===== config.mk =====
export PLATFORM = sky130hd
export DESIGN_NAME = halfstep_clkdiv
export DESIGN_NICKNAME = d
export VERILOG_FILES = /design/src/rtl/halfstep_pkg.sv /design/src/rtl/hs_start_edge.sv /design/src/rtl/hs_ratio_cfg.sv /design/src/rtl/hs_phase_gen.sv /design/src/rtl/halfstep_clkdiv.sv
export SDC_FILE = /design/constraint.sdc
export NUM_CORES = 1
export LEC_CHECK = 0
export ABC_AREA = 1
export CAP_MARGIN = 5
export CORE_MARGIN = 1.5
export CORE_UTILIZATION = 56
export DETAILED_ROUTE_END_ITERATION = 8
export GPL_TIMING_DRIVEN = 0
export PLACE_DENSITY = 0.77
export SYNTH_ARGS = -nofsm -noshare
export SYNTH_HDL_FRONTEND = slang
export SYNTH_SLANG_ARGS = --single-unit

===== constraint.sdc =====
create_clock -name clk -period 3.43 [get_ports clk]
set_clock_uncertainty 0.05 [all_clocks]
set_input_delay 0.686 -clock clk [delete_from_list [all_inputs] [get_ports clk]]
set_output_delay 0.686 -clock clk [all_outputs]
set_load 0.03 [all_outputs]

===== src/rtl/halfstep_pkg.sv =====
package halfstep_pkg;

    localparam int unsigned CODE_W    = 3;
    localparam int unsigned HALF_OFS  = 3;
    localparam int unsigned MAX_HALF  = (1 << CODE_W) - 1 + HALF_OFS;
    localparam int unsigned HALF_W    = $clog2(MAX_HALF + 1);
    localparam int unsigned MAX_PHASE = (MAX_HALF + 3) / 4;

    typedef logic [CODE_W-1:0] code_t;
    typedef logic [HALF_W-1:0] half_t;

    localparam code_t CODE_RSVD = '0;
    localparam code_t CODE_DFLT = code_t'(3);

    typedef enum logic {
        ST_IDLE = 1'b0,
        ST_RUN  = 1'b1
    } run_e;

    // phase state of the generator: level, period slot, cycles left in phase
    typedef struct packed {
        logic  hi;
        logic  odd_slot;
        half_t left;
    } phase_t;

    function automatic half_t half_of(input code_t code);
        return half_t'(code) + half_t'(HALF_OFS);
    endfunction

    // length of one output period: short slot, or long slot for odd half counts
    function automatic half_t period_len(input half_t h, input logic slot);
        return (h >> 1) + half_t'(h[0] & slot);
    endfunction

    function automatic half_t hi_len(input half_t p);
        return (p + half_t'(1)) >> 1;
    endfunction

    function automatic half_t lo_len(input half_t p);
        return p >> 1;
    endfunction

endpackage


===== src/rtl/hs_start_edge.sv =====
module hs_start_edge (
    input  logic clk,
    input  logic rst,
    input  logic lvl_i,
    output logic rise_o
);
    logic lvl_q;

    // previous level resets to 1 so a bit held high through reset is no edge
    always_ff @(posedge clk) begin
        if (rst) lvl_q <= 1'b1;
        else     lvl_q <= lvl_i;
    end

    assign rise_o = lvl_i & ~lvl_q;
endmodule


===== src/rtl/hs_ratio_cfg.sv =====
module hs_ratio_cfg
    import halfstep_pkg::*;
#(
    parameter code_t RESET_CODE = CODE_DFLT
) (
    input  logic  clk,
    input  logic  rst,
    input  code_t code_i,
    input  logic  rise_i,
    input  logic  run_i,
    input  logic  bound_i,
    output half_t act_half_o,
    output half_t next_half_o,
    output logic  restart_o,
    output logic  err_o
);
    localparam half_t RESET_HALF = half_of(RESET_CODE);

    half_t act_q;
    half_t pend_half_q;
    logic  pend_q;
    logic  err_q;

    logic  code_ok;
    logic  launch;
    logic  apply;

    always_comb begin
        code_ok = (code_i != CODE_RSVD);
        launch  = rise_i & ~run_i;
        apply   = run_i & bound_i & pend_q;
        if (launch)
            next_half_o = code_ok ? half_of(code_i) : act_q;
        else if (apply)
            next_half_o = pend_half_q;
        else
            next_half_o = act_q;
        restart_o = launch | apply;
    end

    always_ff @(posedge clk) begin
        if (rst) begin
            act_q       <= RESET_HALF;
            pend_half_q <= RESET_HALF;
            pend_q      <= 1'b0;
            err_q       <= 1'b0;
        end else begin
            if (restart_o) act_q <= next_half_o;
            if (apply)     pend_q <= 1'b0;
            // a fresh request overrides the one being consumed this cycle
            if (rise_i && run_i && code_ok) begin
                pend_q      <= 1'b1;
                pend_half_q <= half_of(code_i);
            end
            if (rise_i) err_q <= ~code_ok;
        end
    end

    assign act_half_o = act_q;
    assign err_o      = err_q;
endmodule


===== src/rtl/hs_phase_gen.sv =====
module hs_phase_gen
    import halfstep_pkg::*;
(
    input  logic  clk,
    input  logic  rst,
    input  logic  rise_i,
    input  logic  restart_i,
    input  half_t next_half_i,
    input  half_t act_half_i,
    output logic  clk_o,
    output logic  run_o,
    output logic  bound_o
);
    run_e   st_q;
    phase_t ph_q;
    logic   slot_n;

    assign bound_o = (st_q == ST_RUN) & ~ph_q.hi & (ph_q.left == '0);
    assign slot_n  = restart_i ? 1'b0 : ~ph_q.odd_slot;

    always_ff @(posedge clk) begin
        if (rst) begin
            st_q <= ST_IDLE;
            ph_q <= '0;
        end else begin
            case (st_q)
                ST_IDLE: begin
                    if (rise_i) begin
                        st_q          <= ST_RUN;
                        ph_q.hi       <= 1'b1;
                        ph_q.odd_slot <= 1'b0;
                        ph_q.left     <= hi_len(period_len(next_half_i, 1'b0)) - half_t'(1);
                    end
                end
                ST_RUN: begin
                    if (ph_q.left != '0) begin
                        ph_q.left <= ph_q.left - half_t'(1);
                    end else if (ph_q.hi) begin
                        ph_q.hi   <= 1'b0;
                        ph_q.left <= lo_len(period_len(act_half_i, ph_q.odd_slot)) - half_t'(1);
                    end else begin
                        ph_q.hi       <= 1'b1;
                        ph_q.odd_slot <= slot_n;
                        ph_q.left     <= hi_len(period_len(next_half_i, slot_n)) - half_t'(1);
                    end
                end
                default: st_q <= ST_IDLE;
            endcase
        end
    end

    assign clk_o = ph_q.hi;
    assign run_o = (st_q == ST_RUN);
endmodule


===== src/rtl/halfstep_clkdiv.sv =====
module halfstep_clkdiv
    import halfstep_pkg::*;
#(
    parameter code_t RESET_CODE = CODE_DFLT
) (
    input  logic       clk,
    input  logic       rst,
    input  logic [2:0] ratio_code_i,
    input  logic       start_i,
    output logic       div_clk_o,
    output logic       running_o,
    output logic       cfg_err_o
);
    logic  rise;
    logic  run;
    logic  bound;
    logic  restart;
    half_t act_half;
    half_t next_half;

    hs_start_edge u_edge (
        .clk    (clk),
        .rst    (rst),
        .lvl_i  (start_i),
        .rise_o (rise)
    );

    hs_ratio_cfg #(.RESET_CODE(RESET_CODE)) u_cfg (
        .clk         (clk),
        .rst         (rst),
        .code_i      (code_t'(ratio_code_i)),
        .rise_i      (rise),
        .run_i       (run),
        .bound_i     (bound),
        .act_half_o  (act_half),
        .next_half_o (next_half),
        .restart_o   (restart),
        .err_o       (cfg_err_o)
    );

    hs_phase_gen u_phase (
        .clk         (clk),
        .rst         (rst),
        .rise_i      (rise),
        .restart_i   (restart),
        .next_half_i (next_half),
        .act_half_i  (act_half),
        .clk_o       (div_clk_o),
        .run_o       (run),
        .bound_o     (bound)
    );

    assign running_o = run;
endmodule


== After elaboration in Yosys (flattened, before gate mapping) ==
Cells that the tools add are included.
Operators by class
  add/subtract/negate cells: 9
  multiply operators: 0
  div/mod/pow operators: 0
  $lt $le $gt $ge: 0
  eq/ne operators: 3
  shift operators: 0
  multiplexer cells: 15
  bitwise operators: 14
  reductions and logical operators: 8
Operator list (count)
  $mux 4: 5
  $pmux 6 s2: 1
  $sub 3x1->4 const B: 3
  $add 3x4->4: 2
  $and 1x1->1: 8
  $mux 1: 7
  $mux 6: 1
  $not 1->1: 5
  $add 3x1->4 const B: 1
  $add 3x2->4 const B: 1
  $add 4x1->4 const B: 1
  $logic_not 4->1: 1
  $ne 2x2->1 const B: 2
  $reduce_bool 4->1: 1
  $sub 4x1->4 const B: 1
  $reduce_and 3->1: 1
  $reduce_bool 3->1: 1
  $logic_and 1x1->1: 2
  $mux 2: 1
  $ne 2x1->1 const B: 1
  $reduce_and 2->1: 1
  $reduce_bool 2->1: 1
  $or 1x1->1: 1
Word-level totals
  bits in registers: 18
  bits in latches: 0
  bits in writable memories: 0
  ROM bits: 0
  output and inout port bits: 3
  logic and storage cells: 58
  memories kept: 0

== Depth between registers and ports, before layout ==
Gate-level depths: netlist (run 1).
  depth after elaboration: 14
  gate-level depth with buffers: 23

== Modules after synthesis ==
A second synthesis (run 1) with hierarchy kept.
Unflattened totals
  cells, all modules: 177
  area, all modules: 1164.9 um2
By module, submodules not included
  hs_phase_gen: instances 1, cells each 92, area an instance 565.5 um2, seq. area each 140.1 um2
  hs_ratio_cfg: instances 1, cells each 80, area an instance 561.8 um2, seq. area each 200.2 um2
  hs_start_edge: instances 1, cells each 5, area an instance 37.5 um2, seq. area each 20.0 um2

== Least setup slack after synthesis (run 1) ==
OpenSTA, ideal clock, no wires.
  path kind: input port to flip-flop
  start: input ratio_code_i[0]
  end: register u_phase.ph_q[2] in the netlist's numbering
  library setup time: 0.109 ns
  arrival: 2.630 ns
  data required time: 3.271 ns
  setup slack: 0.641 ns
  cell stages on the path: 22
  path buffers: 0
  path through: inv_1 -> ha_1 -> nand2_1 -> nand2_1 -> o21ai_0 -> nand2_1 -> nand2_1 -> nor2_4 -> nor2_4 -> inv_1 -> ha_1 -> nand2_1 -> nand2_1 -> a21oi_1 -> nor2_1 -> a21oi_1 -> ha_1 -> inv_1 -> nand3_1 -> nand3_1 -> nand2_1 -> inv_1
On the way
  elaborated cells between the ends (all ways): 14
RTL lines
  from (decl): RTL line halfstep_clkdiv.sv:8  | input logic [2:0] ratio_code_i,
  $add 3x2->4 or $reduce_bool 3->1 (tied branches): RTL line halfstep_pkg.sv:28, hs_ratio_cfg.sv:29
  $mux 4 (*): RTL line hs_ratio_cfg.sv:33  | next_half_o = code_ok ? half_of(code_i) : act_q;
  $mux 4 (*): RTL line hs_ratio_cfg.sv:32  | if (launch)
  named net next_half[1]: RTL line halfstep_clkdiv.sv:19  | half_t next_half;
  $add 3x4->4: RTL line halfstep_pkg.sv:33  | return (h >> 1) + half_t'(h[0] & slot);
  $add 4x1->4: RTL line halfstep_pkg.sv:37  | return (p + half_t'(1)) >> 1;
  $sub 3x1->4: RTL line hs_phase_gen.sv:44  | ph_q.left <= hi_len(period_len(next_half_i, slot_n)) - half_t'(1);
  $mux 4: RTL line hs_phase_gen.sv:38  | end else if (ph_q.hi) begin
  $mux 4: RTL line hs_phase_gen.sv:36  | if (ph_q.left != '0) begin
  $pmux 6 s2 (*): RTL line hs_phase_gen.sv:26  | case (st_q)
  to (decl): RTL line hs_phase_gen.sv:15  | phase_t ph_q;
The timed path passes the listed nets; every way through them passes the cells marked *. The select of a mux whose other input is x is not followed.
A chain may end at the register's enable or synchronous reset.

== Worst setup path after layout (run 1) ==
  start: input ratio_code_i[1]
  end: register u_phase.ph_q[2] in the netlist's numbering
The elaborated chain is that of the path after synthesis.

==> results of run 1 <==
## layout make-up
class	count	area share (%)
buffer	1	0.3937
timing repair buffer	9	7.087
clock buffer	3	1.772
inverter	30	8.858
sequential	18	28.35
tap	25	2.461
multi-input combinational	115	51.08
## path summary, 6_finish.rpt
path,from,endpoint,slack (ns),cells past startpoint
max,ratio_code_i[1],u_phase.ph_q[2],0.25,23
min reg2reg,u_cfg.pend_half_q[1],u_cfg.pend_half_q[1],0.47,2
max reg2reg,u_phase.run_o,u_phase.ph_q[2],0.71,21
min,u_cfg.pend_half_q[1],u_cfg.pend_half_q[1],0.47,2
## report_power, final
part / switching (W) / internal (W)
clock network: 0.0000665 / 0.0000410
logic: 0.0000747 / 0.0000449
registers: 0.0000103 / 0.000220
## stage by stage
stage	instances	cell area (um2)	setup WS, ns
3_3_place_gp	197	1224	-0.1143
5_1_grt	201	1271	0.03621
3_5_place_dp	197	1224	-0.1336
4_1_cts	200	1246	0.08673
2_1_floorplan	164	1112	0.6413
6_report	201	1271	0.2527
## worst register-to-register path, stage by stage, from the launching register on
cell,delay (ns)
dfxtp_1,0.47
inv_2,0.15
nor2_4,0.13
inv_2,0.05
nor2_4,0.12
nand3_1,0.11
nand2_2,0.11
nor2_4,0.06
nor2_4,0.10
inv_1,0.05
ha_1,0.26
nand2_1,0.06
nand2_1,0.07
a21oi_2,0.13
nor2_1,0.05
a21oi_2,0.15
ha_2,0.20
inv_1,0.04
nand3_1,0.07
nand3_1,0.08
nand2_1,0.06
inv_1,0.03
## state kept, by name (all words and copies together) (netlist names)
register           cells
u_cfg.pend_half_q      4
u_phase.run_o          1
u_phase.ph_q           5
u_cfg.pend_q           1
u_cfg.act_half_o       4
u_phase.clk_o          1
u_cfg.err_o            1
u_edge.lvl_q           1
## routing by layer
layer  routed length [um]  global-route usage, %
met5                    0                      0
met4                   23                  7.027
met3                  121                  4.528
met2                 1204                  40.54
met1                 1137                  31.19
## kinds of logic (layout without fill, tap and decap cells)
family,after synthesis,count (layout),synth area share [%]
compound gates,33,33,16.20
xor+xnor,1,1,0.7875
fa+ha+maj,6,6,6.749
buf+inv,31,43,10.57
flops,18,18,32.40
simple gates,75,75,33.30
## timing repair
action | CTS | global route
endpoints found under the setup margin | 0 | 3
resized for setup | 0 | 6
hold buffers | 0 | 0
setup buffers | 0 | 1
## Yosys cell counts (all sizes together)
cell type,count
o21ai,15
o21bai,1
nand3,14
or2,1
o21a,1
nand4,2
nor2,22
o211ai,1
nor4,1
dfxtp,18
inv,30
xor2,1
nand2,35
a221oi,1
buf,1
ha,6
a21oi,14
==> impl_metrics.yaml, run 1 <==
synthesis:
  synth_area_leaders: "dfxtp_1, nand2_1, inv_1"
  yosysSeqAreaShare_pct: 32.40
  synthCells: 164
  yosysTopAreaCell: "dfxtp_1"
  ys_warn_count: 0
  syn_area_um2: 1112
  synth_nets: 176
  synth_cell_types: 24
  yosys.area.top_type_share_pct: 32.40
  synth_seq_cells: 18
  avgSynthCellArea_um2: 6.782
detailed_routing:
  drcViolationCount: 0
  dr.pass1.iters: 5
  postRouteAntennaNets: 0
  vias: 1073
  drt_iter0_markers: 26
  routed_wl_um: 2486
  wl_per_cell_um: 12.37
  routed_via_density: 5.338
clock_network:
  numCtsBuffers: 3
  cts.sinks: 18
  htreeDepth: 1
  worstSkewPairLatency_ns: 0.30
  clk_pin_slew_worst_paths_ns: 0.10
  cts_tree: "built"
  clk_path_buf_depth: 2
  cts-root-buf: "clkbuf_4"
grt:
  grt_use_total_pct: 24.00
  antenna_found_initial: 0
  grt_pass1_wl_um: 3767
  first_global_vias: 876
  grt_overflow: 0
  grt_max_degree: 11
floorplan:
  ios: 9
  die_area_um2: 2262
  dieHeight_um: 47.57
  rows: 15
  die_w_um: 47.57
  start_util_pct: 61.74
  coreArea_um2: 1802
job:
  maxCapViolCount: 0
worst_setup_path:
  critPathTopFamily: "simple AND/OR/NAND/NOR gates"
  crit_arrival_ns: 3.34
  worst-path-max-fanout: 6
  worst_path_largest_cell_delay_ns: 0.47
  end_kind: "flop"
  path_class: "input pin to flop"
  start_kind: "input pin"
  path_cells: "clkdlybuf4s50_1, inv_1, ha_1, nand2_2, nand2_1, o21ai_0, nand2_1, nand2_2, nor2_4, nor2_4, inv_1, ha_1, nand2_1, nand2_1, a21oi_2, nor2_1, a21oi_2, ha_2, inv_1, nand3_1, nand3_1, nand2_1, inv_1"
  cp_common_cell: "nand2_1"
  crit_required_ns: 3.59
  slowest_stage: "clkdlybuf4s50_1"
  cp_num_buf_inv: 5
placement:
  gp_congestion: 0.8467
  dp_hpwl_um: 1825
  numPortBuffers: 8
timing:
  slew_headroom_pct: 79.56
  setup_viol: 0
  tightestPinTransition_ns: 0.3056
  drv_slew: 0
  finalHoldViolations: 0
  max_freq_mhz: 314.7
  period_share_pct: 92.63
  min_period_ns: 3.177
  grt_setup_unrepaired: "false"
  tns_ns: 0
  holdWs_ns: 0.4729
cells_and_area:
  layout_common_cells: "nand2_1, inv_1, dfxtp_1"
  drive_above_1_share_pct: 14.77
  num_antenna_cells: 0
  nNetsFinal: 190
  nFillCells: 161
  final_core_util_pct: 70.56
  final_common_cell: "nand2_1"
  multi_input_area_um2: 649.4
  area_growth_syn_to_layout_pct: 14.29
  seq_area_um2: 360.3
power:
  finalPower_w: 0.0004576
  powerDensity_nw_per_um2: 359.9
  leakagePower_nw: 0.6563
  ir_worst_vdd_v: 0.0003327
min_path:
  min_path_type: "flop to flop"
outcome:
  status: "finished, final reports clean"
Note: power is estimated with default switching activity, not from simulation.
==> run 2, diff against run 1 <==
--- a/config.mk
+++ b/config.mk
@@ -6,6 +6,7 @@
 export NUM_CORES = 1
 export LEC_CHECK = 0
 export ABC_AREA = 1
+export ABC_CLOCK_PERIOD_IN_PS = 3430
 export CAP_MARGIN = 5
 export CORE_MARGIN = 1.5
 export CORE_UTILIZATION = 56
==> results of run 2 <==
Final layout, timing and power as in run 1 (identical DEF).
